## src/rtl/sgc_pkg.sv

```systemverilog
package sgc_pkg;
  localparam int NUM_STAGES = 5;
  localparam int STG_FETCH  = 0;
  localparam int STG_WB     = NUM_STAGES - 1;

  // next flag of a later stage: delayed predecessor, own freeze, global kills
  function automatic logic chain_next(input logic prev_q, input logic frz,
                                      input logic kill);
    return prev_q & ~frz & ~kill;
  endfunction
endpackage

```

## src/rtl/sgc_match.sv

```systemverilog
module sgc_match #(
  parameter int          WORD_W  = 32,
  parameter int          OPC_LSB = 26,
  parameter int          OPC_W   = 6,
  parameter logic [5:0]  OPC_VAL = 6'b111000
) (
  input  logic              clk,
  input  logic              rst,
  input  logic [WORD_W-1:0] instr,
  input  logic              flush,
  input  logic              frz_fetch,
  output logic              hit
);
  localparam int OPC_MSB = OPC_LSB + OPC_W - 1;

  function automatic logic opc_equal(input logic [WORD_W-1:0] w);
    return w[OPC_MSB:OPC_LSB] == OPC_VAL[OPC_W-1:0];
  endfunction

  logic opc_hit;
  logic fetch_kill;
  assign opc_hit    = opc_equal(instr);
  assign fetch_kill = rst | flush | frz_fetch;
  assign hit        = opc_hit & ~fetch_kill;

  // a fetch hit never appears on a non-matching or frozen word
  p_fetch_opcode_r2: assert property (@(posedge clk) disable iff (rst)
    hit |-> (instr[OPC_MSB:OPC_LSB] == OPC_VAL[OPC_W-1:0]) && !frz_fetch);
  // flush kills the fetch hit
  p_fetch_flush_r4: assert property (@(posedge clk) disable iff (rst)
    flush |-> !hit);
endmodule

```

## src/rtl/sgc_track.sv

```systemverilog
module sgc_track
  import sgc_pkg::*;
(
  input  logic                  clk,
  input  logic                  rst,
  input  logic                  flush,
  input  logic                  hit0,
  input  logic [NUM_STAGES-1:1] frz_late,
  output logic [NUM_STAGES-1:0] flags
);
  logic [NUM_STAGES-1:0] flag_q;
  logic                  kill;

  assign kill                = rst | flush;
  assign flags[STG_FETCH]    = hit0 & ~kill;

  always_ff @(posedge clk) begin
    if (rst) flag_q <= '0;
    else     flag_q <= flags;
  end

  for (genvar s = 1; s < NUM_STAGES; s++) begin : g_chain
    assign flags[s] = chain_next(flag_q[s-1], frz_late[s], kill);

    // a later flag only follows a set predecessor, and always does unless frozen
    p_chain_src_r3: assert property (@(posedge clk) disable iff (rst)
      flags[s] |-> $past(flags[s-1]) && !frz_late[s]);
    p_chain_fwd_r3: assert property (@(posedge clk) disable iff (rst)
      ($past(flags[s-1]) && !frz_late[s] && !flush) |-> flags[s]);
  end

  // flush empties every stage at once
  p_flush_all_r4: assert property (@(posedge clk) disable iff (rst)
    flush |-> (flags == '0));
  // first cycle out of reset carries nothing into later stages
  p_reset_clear_r5: assert property (@(posedge clk) disable iff (rst)
    $fell(rst) |-> (flags[NUM_STAGES-1:1] == '0));
endmodule

```

## src/rtl/sgc_enmap.sv

```systemverilog
module sgc_enmap
  import sgc_pkg::*;
#(
  parameter int                           N_UNITS = 16,
  parameter logic [NUM_STAGES*N_UNITS-1:0] STAGE_UNIT_MASK = '0
) (
  input  logic                  clk,
  input  logic                  rst,
  input  logic [NUM_STAGES-1:0] flags,
  output logic [N_UNITS-1:0]    unit_run
);
  // units that some stage is permitted to idle
  function automatic logic [N_UNITS-1:0] gateable_set();
    logic [N_UNITS-1:0] acc;
    acc = '0;
    for (int s = 0; s < NUM_STAGES; s++)
      acc |= STAGE_UNIT_MASK[s*N_UNITS +: N_UNITS];
    return acc;
  endfunction

  localparam logic [N_UNITS-1:0] GATEABLE = gateable_set();

  logic [NUM_STAGES-1:0][N_UNITS-1:0] stage_idle;

  for (genvar s = 0; s < NUM_STAGES; s++) begin : g_stage
    assign stage_idle[s] = {N_UNITS{flags[s]}} & STAGE_UNIT_MASK[s*N_UNITS +: N_UNITS];

    // a flagged stage idles every unit it owns
    p_stage_idle_r6: assert property (@(posedge clk) disable iff (rst)
      flags[s] |-> ((unit_run & STAGE_UNIT_MASK[s*N_UNITS +: N_UNITS]) == '0));
  end

  always_comb begin
    unit_run = '1;
    for (int s = 0; s < NUM_STAGES; s++)
      unit_run &= ~stage_idle[s];
  end

  // units owned by no stage never drop; no flag means everything runs
  p_outside_run_r7: assert property (@(posedge clk) disable iff (rst)
    $countones(~unit_run & ~GATEABLE) == 0);
  p_idle_run_r7: assert property (@(posedge clk) disable iff (rst)
    (flags == '0) |-> (unit_run == '1));
endmodule

```

## src/rtl/stage_gate_ctrl.sv

```systemverilog
module stage_gate_ctrl
  import sgc_pkg::*;
#(
  parameter int          WORD_W  = 32,
  parameter int          OPC_LSB = 26,
  parameter int          OPC_W   = 6,
  parameter logic [5:0]  OPC_VAL = 6'b111000,
  parameter int          N_UNITS = 16,
  parameter logic [NUM_STAGES*N_UNITS-1:0] STAGE_UNIT_MASK =
    {16'h0300, 16'h00C0, 16'h0030, 16'h000C, 16'h0003}
) (
  input  logic                  clk,
  input  logic                  rst,
  input  logic [WORD_W-1:0]     instr,
  input  logic                  flush,
  input  logic [NUM_STAGES-1:0] freeze,
  output logic [NUM_STAGES-1:0] stage_flag,
  output logic [N_UNITS-1:0]    unit_run
);
  logic fetch_hit;

  sgc_match #(
    .WORD_W(WORD_W), .OPC_LSB(OPC_LSB), .OPC_W(OPC_W), .OPC_VAL(OPC_VAL)
  ) u_match (
    .clk(clk), .rst(rst), .instr(instr), .flush(flush),
    .frz_fetch(freeze[STG_FETCH]), .hit(fetch_hit)
  );

  sgc_track u_track (
    .clk(clk), .rst(rst), .flush(flush), .hit0(fetch_hit),
    .frz_late(freeze[NUM_STAGES-1:1]), .flags(stage_flag)
  );

  sgc_enmap #(
    .N_UNITS(N_UNITS), .STAGE_UNIT_MASK(STAGE_UNIT_MASK)
  ) u_enmap (
    .clk(clk), .rst(rst), .flags(stage_flag), .unit_run(unit_run)
  );

  // reset holds every flag low
  p_reset_flags_r5: assert property (@(posedge clk) rst |-> (stage_flag == '0));
endmodule

```

## config.mk

```make
export PLATFORM = sky130hd
export DESIGN_NAME = stage_gate_ctrl
export DESIGN_NICKNAME = d
export VERILOG_FILES = /design/src/rtl/sgc_pkg.sv /design/src/rtl/sgc_match.sv /design/src/rtl/sgc_track.sv /design/src/rtl/sgc_enmap.sv /design/src/rtl/stage_gate_ctrl.sv
export SDC_FILE = /design/constraint.sdc
export NUM_CORES = 1
export LEC_CHECK = 0
export BUFFER_PORTS_ARGS = -buffer_cell sky130_fd_sc_hd__buf_2
export CORE_AREA = 2 2 39 41
export DETAILED_ROUTE_END_ITERATION = 7
export DIE_AREA = 0 0 41 43
export MAX_ROUTING_LAYER = met4
export PLACE_DENSITY_LB_ADDON = 0.2
export SLEW_MARGIN = 10
export SYNTH_ARGS = -nofsm -noshare
export SYNTH_HDL_FRONTEND = slang
export SYNTH_HIERARCHICAL = 1
export SYNTH_SLANG_ARGS = --single-unit
export TNS_END_PERCENT = 20
```

## constraint.sdc

```tcl
create_clock -name clk -period 2.4 [get_ports clk]
set_input_delay 0.36 -clock clk [delete_from_list [all_inputs] [get_ports clk]]
set_output_delay 0.36 -clock clk [all_outputs]
set_load 0.005 [all_outputs]
```

==> flow_summary_export.csv <==
group,metric,value,unit
floorplan,die-width,41,µm
worst_setup_path,startpoint,"flush",
cts,cts.hold.buffers_added,0,
yosys,syn_avg_cell_area,10.19,µm²
yosys,synthesis.area,356.6,µm²
placed_design,finalWeightedCongestion,0.6136,
timing,final.setup.worst_slack,582.7,ps
hold_path,min_path_type,"input pin to flop",
routing,drt-initial-drc-count,1,
worst_setup_path,setup.worst_path.end_class,"output pin",
finish,area_delta_synth_final,28.07,%
global_routing,grt_util_met2,7.813,%
routing,route.final.wire_length,572,µm
worst_setup_path,timing.critical_path.depth,6,
routing,remaining_antenna_violation_count,0,
placed_design,detailedPlace.worstSlack,566.8,ps
placed_design,port_buffers,28,
timing,timing.final.crit_period,1817,ps
worst_setup_path,cp.required,2040,ps
routing,route.vias.total,296,
worst_setup_path,cpMostUsedCell,"sky130_fd_sc_hd__buf_2",
finish,reg_top3,"u_track/flag_q: 4 flops",
routing,detailedRoute.firstPassIterationCount,3,
yosys,synth_xor_area_share,0,%
finish,largest_register_ff_count,4,
cts,cts_tree,"done",
routing,post_drt_via_cell_ratio,4.000,
global_routing,globalRoute.busiestLayer,"met2",
yosys,synthMuxAreaShare,0,%
worst_setup_path,crit_buf_inv,3,
floorplan,floorplan.die_area,0.001763,mm²
cts,clock-root-buffer,"sky130_fd_sc_hd__clkbuf_4",
timing,setup_viol,0,
floorplan,die_h,43,µm
global_routing,grt_overflow_total,0,
global_routing,grt_pass1_vias,188,
finish,share_of_cells_above_drive_strength_1,67.24,%
flow_run,drv_cap,0,
hold_path,holdCritStartpoint,"freeze[1]",
worst_setup_path,crit_path_start_kind,"input pin",
finish,final_cells,74,
yosys,synth_warnings,6,
cts,max-clock-path-buffers,2,
yosys,synth_top_family_by_area,"simple AND/OR/NAND/NOR gates",
run_status,run_status,"finished, final reports clean",
routing,wl_per_cell,7.730,µm
worst_setup_path,crit_path_top_delay_cell,"sky130_fd_sc_hd__nor4b_2",
global_routing,gr-usage-met3,6.283,%
worst_setup_path,arrival,1460,ps
cts,clk_transition_reported_paths,40,ps
timing,slew_viol_final,0,
yosys,number_of_storage_elements_in_the_synthesis_netlist,4,
yosys,synth_adder_area_share,0,%
finish,final_net_count,100,
timing,finalClockSkew,1.438,ps
cts,clock_buffers_created_by_tritoncts,3,
yosys,netlist_instances,35,
yosys,synth.lib_cells_used.distinct,8,
floorplan,floorplan.core_area,0.001384,mm²
worst_setup_path,path_max_fanout,10,
power_and_ir_drop,leakagePower,0.0001859,µW
floorplan,placement_rows,14,
worst_setup_path,crit_family,"simple AND/OR/NAND/NOR gates",
yosys,complex_gate_fraction_of_the_synthesized_area,0,%
routing,detailed_route_drc_error_count,0,
finish,final_core_utilization,33.00,%
cts,clock_latency_on_the_worst_skew_pair,230,ps
worst_setup_path,worst_r2r_startpoint,"u_track/flag_q[1]",
cts,cts.sink_count,4,
finish,num_antenna_cells,0,
global_routing,antenna_found_initial,0,
worst_setup_path,critical_path.max_stage_delay,270,ps
worst_setup_path,critical_path.cell_chain,"buf_2, nor4b_2, and4b_1, nor3b_1, inv_1, buf_2",
timing,fin_crit_sh,75.72,%
hold_path,worst_hold_path.num_cells,2,
power_and_ir_drop,vdd_ir_drop_max,0.0001371,V
cts,cts_repair_resize_count,0,
yosys,synth-seq-area-share,22.46,%
worst_setup_path,critical_path_class,"input pin to output pin",
placed_design,dp.cells,71,
global_routing,global_route_wire_length_before_repair,662,µm
finish,top_register,"u_track/flag_q",
floorplan,ios,61,
worst_setup_path,worst_r2r_path_depth,1,
yosys,synthSimpleGateAreaFrac,42.81,%
floorplan,initial_utilization,25.77,%
global_routing,groute.usage.overall,6.269,%
timing,rsz_0062_raised_after_global_routing,"no",
cts,postCtsSetupRepairBufs,0,
cts,number_of_levels_in_the_clock_h_tree,1,
global_routing,global_route.usage.met1,6.731,%
global_routing,grt_start_max_net_pins,11,
timing,fin_tns_setup,0,ps
placed_design,hpwl,492.4,µm
power_and_ir_drop,p_per_area,374.6,mW/mm²
timing,final_hold_viols,0,
timing,timing.fmax,550.3,MHz
## final timing paths
kind         slack, ps                end
min reg2reg        480  u_track/flag_q[3]
min                320  u_track/flag_q[1]
max                580        unit_run[1]
max reg2reg       1830  u_track/flag_q[2]
## synth_stat cells
cell type | n | area [µm²]
sky130_fd_sc_hd__buf_6 | 1 | 11.26
sky130_fd_sc_hd__dfxtp_1 | 4 | 80.08
sky130_fd_sc_hd__nor4b_2 | 8 | 120.1
sky130_fd_sc_hd__nor3b_1 | 3 | 22.52
sky130_fd_sc_hd__conb_1 | 1 | 3.750
sky130_fd_sc_hd__buf_4 | 12 | 90.09
sky130_fd_sc_hd__inv_1 | 5 | 18.77
sky130_fd_sc_hd__and4b_1 | 1 | 10.01
## placed cells by master, fill, tap and decap left out, drive strengths merged
master and count:
dfxtp 4, and4b 1, nor3b 3, inv 5, buf 28, clkbuf 3, conb 6, nor4b 8
## report_power, final
group          internal, µW  switching (µW)  total [µW]
clock                  55.8            25.8        81.6
combinational          9.25            13.3        22.6
sequential             66.9         0.00370        66.9
## cell type report
| class | count | area [µm²] |
|---|---|---|
| Fill cell | 148 | 927.1 |
| Tap cell | 16 | 20.02 |
| Multi-Input combinational cell | 18 | 175.2 |
| Timing Repair Buffer | 28 | 140.1 |
| Sequential cell | 4 | 80.08 |
| Clock buffer | 3 | 22.52 |
| Inverter | 5 | 18.77 |
## cell families (layout without fill, tap and decap cells)
group	after synthesis	count (layout)
buffers and inverters	18	36
and+or+nand+nor	12	12
DFF	4	4
other	1	6
## metal layers
| layer | vias up | part of all wire [%] | routed length (µm) |
|---|---|---|---|
| li1 | 147 | - | - |
| met5 | - | 0 | 0 |
| met4 | 0 | 0 | 0 |
| met3 | 0 | 15 | 87 |
| met1 | 125 | 39 | 225 |
| met2 | 24 | 45 | 260 |
## metrics by stage
stage	power (µW)	cell area, µm²	hold WS [ps]
finish	171.1	456.7	322.6
global route	180.5	456.7	324.4
CTS	176.8	456.7	314.3
detailed placement	90.83	434.2	482.3
global placement	90.63	434.2	484.3
floorplan	87.01	375.4	431.4
Note: power is estimated with default switching activity, not from simulation.
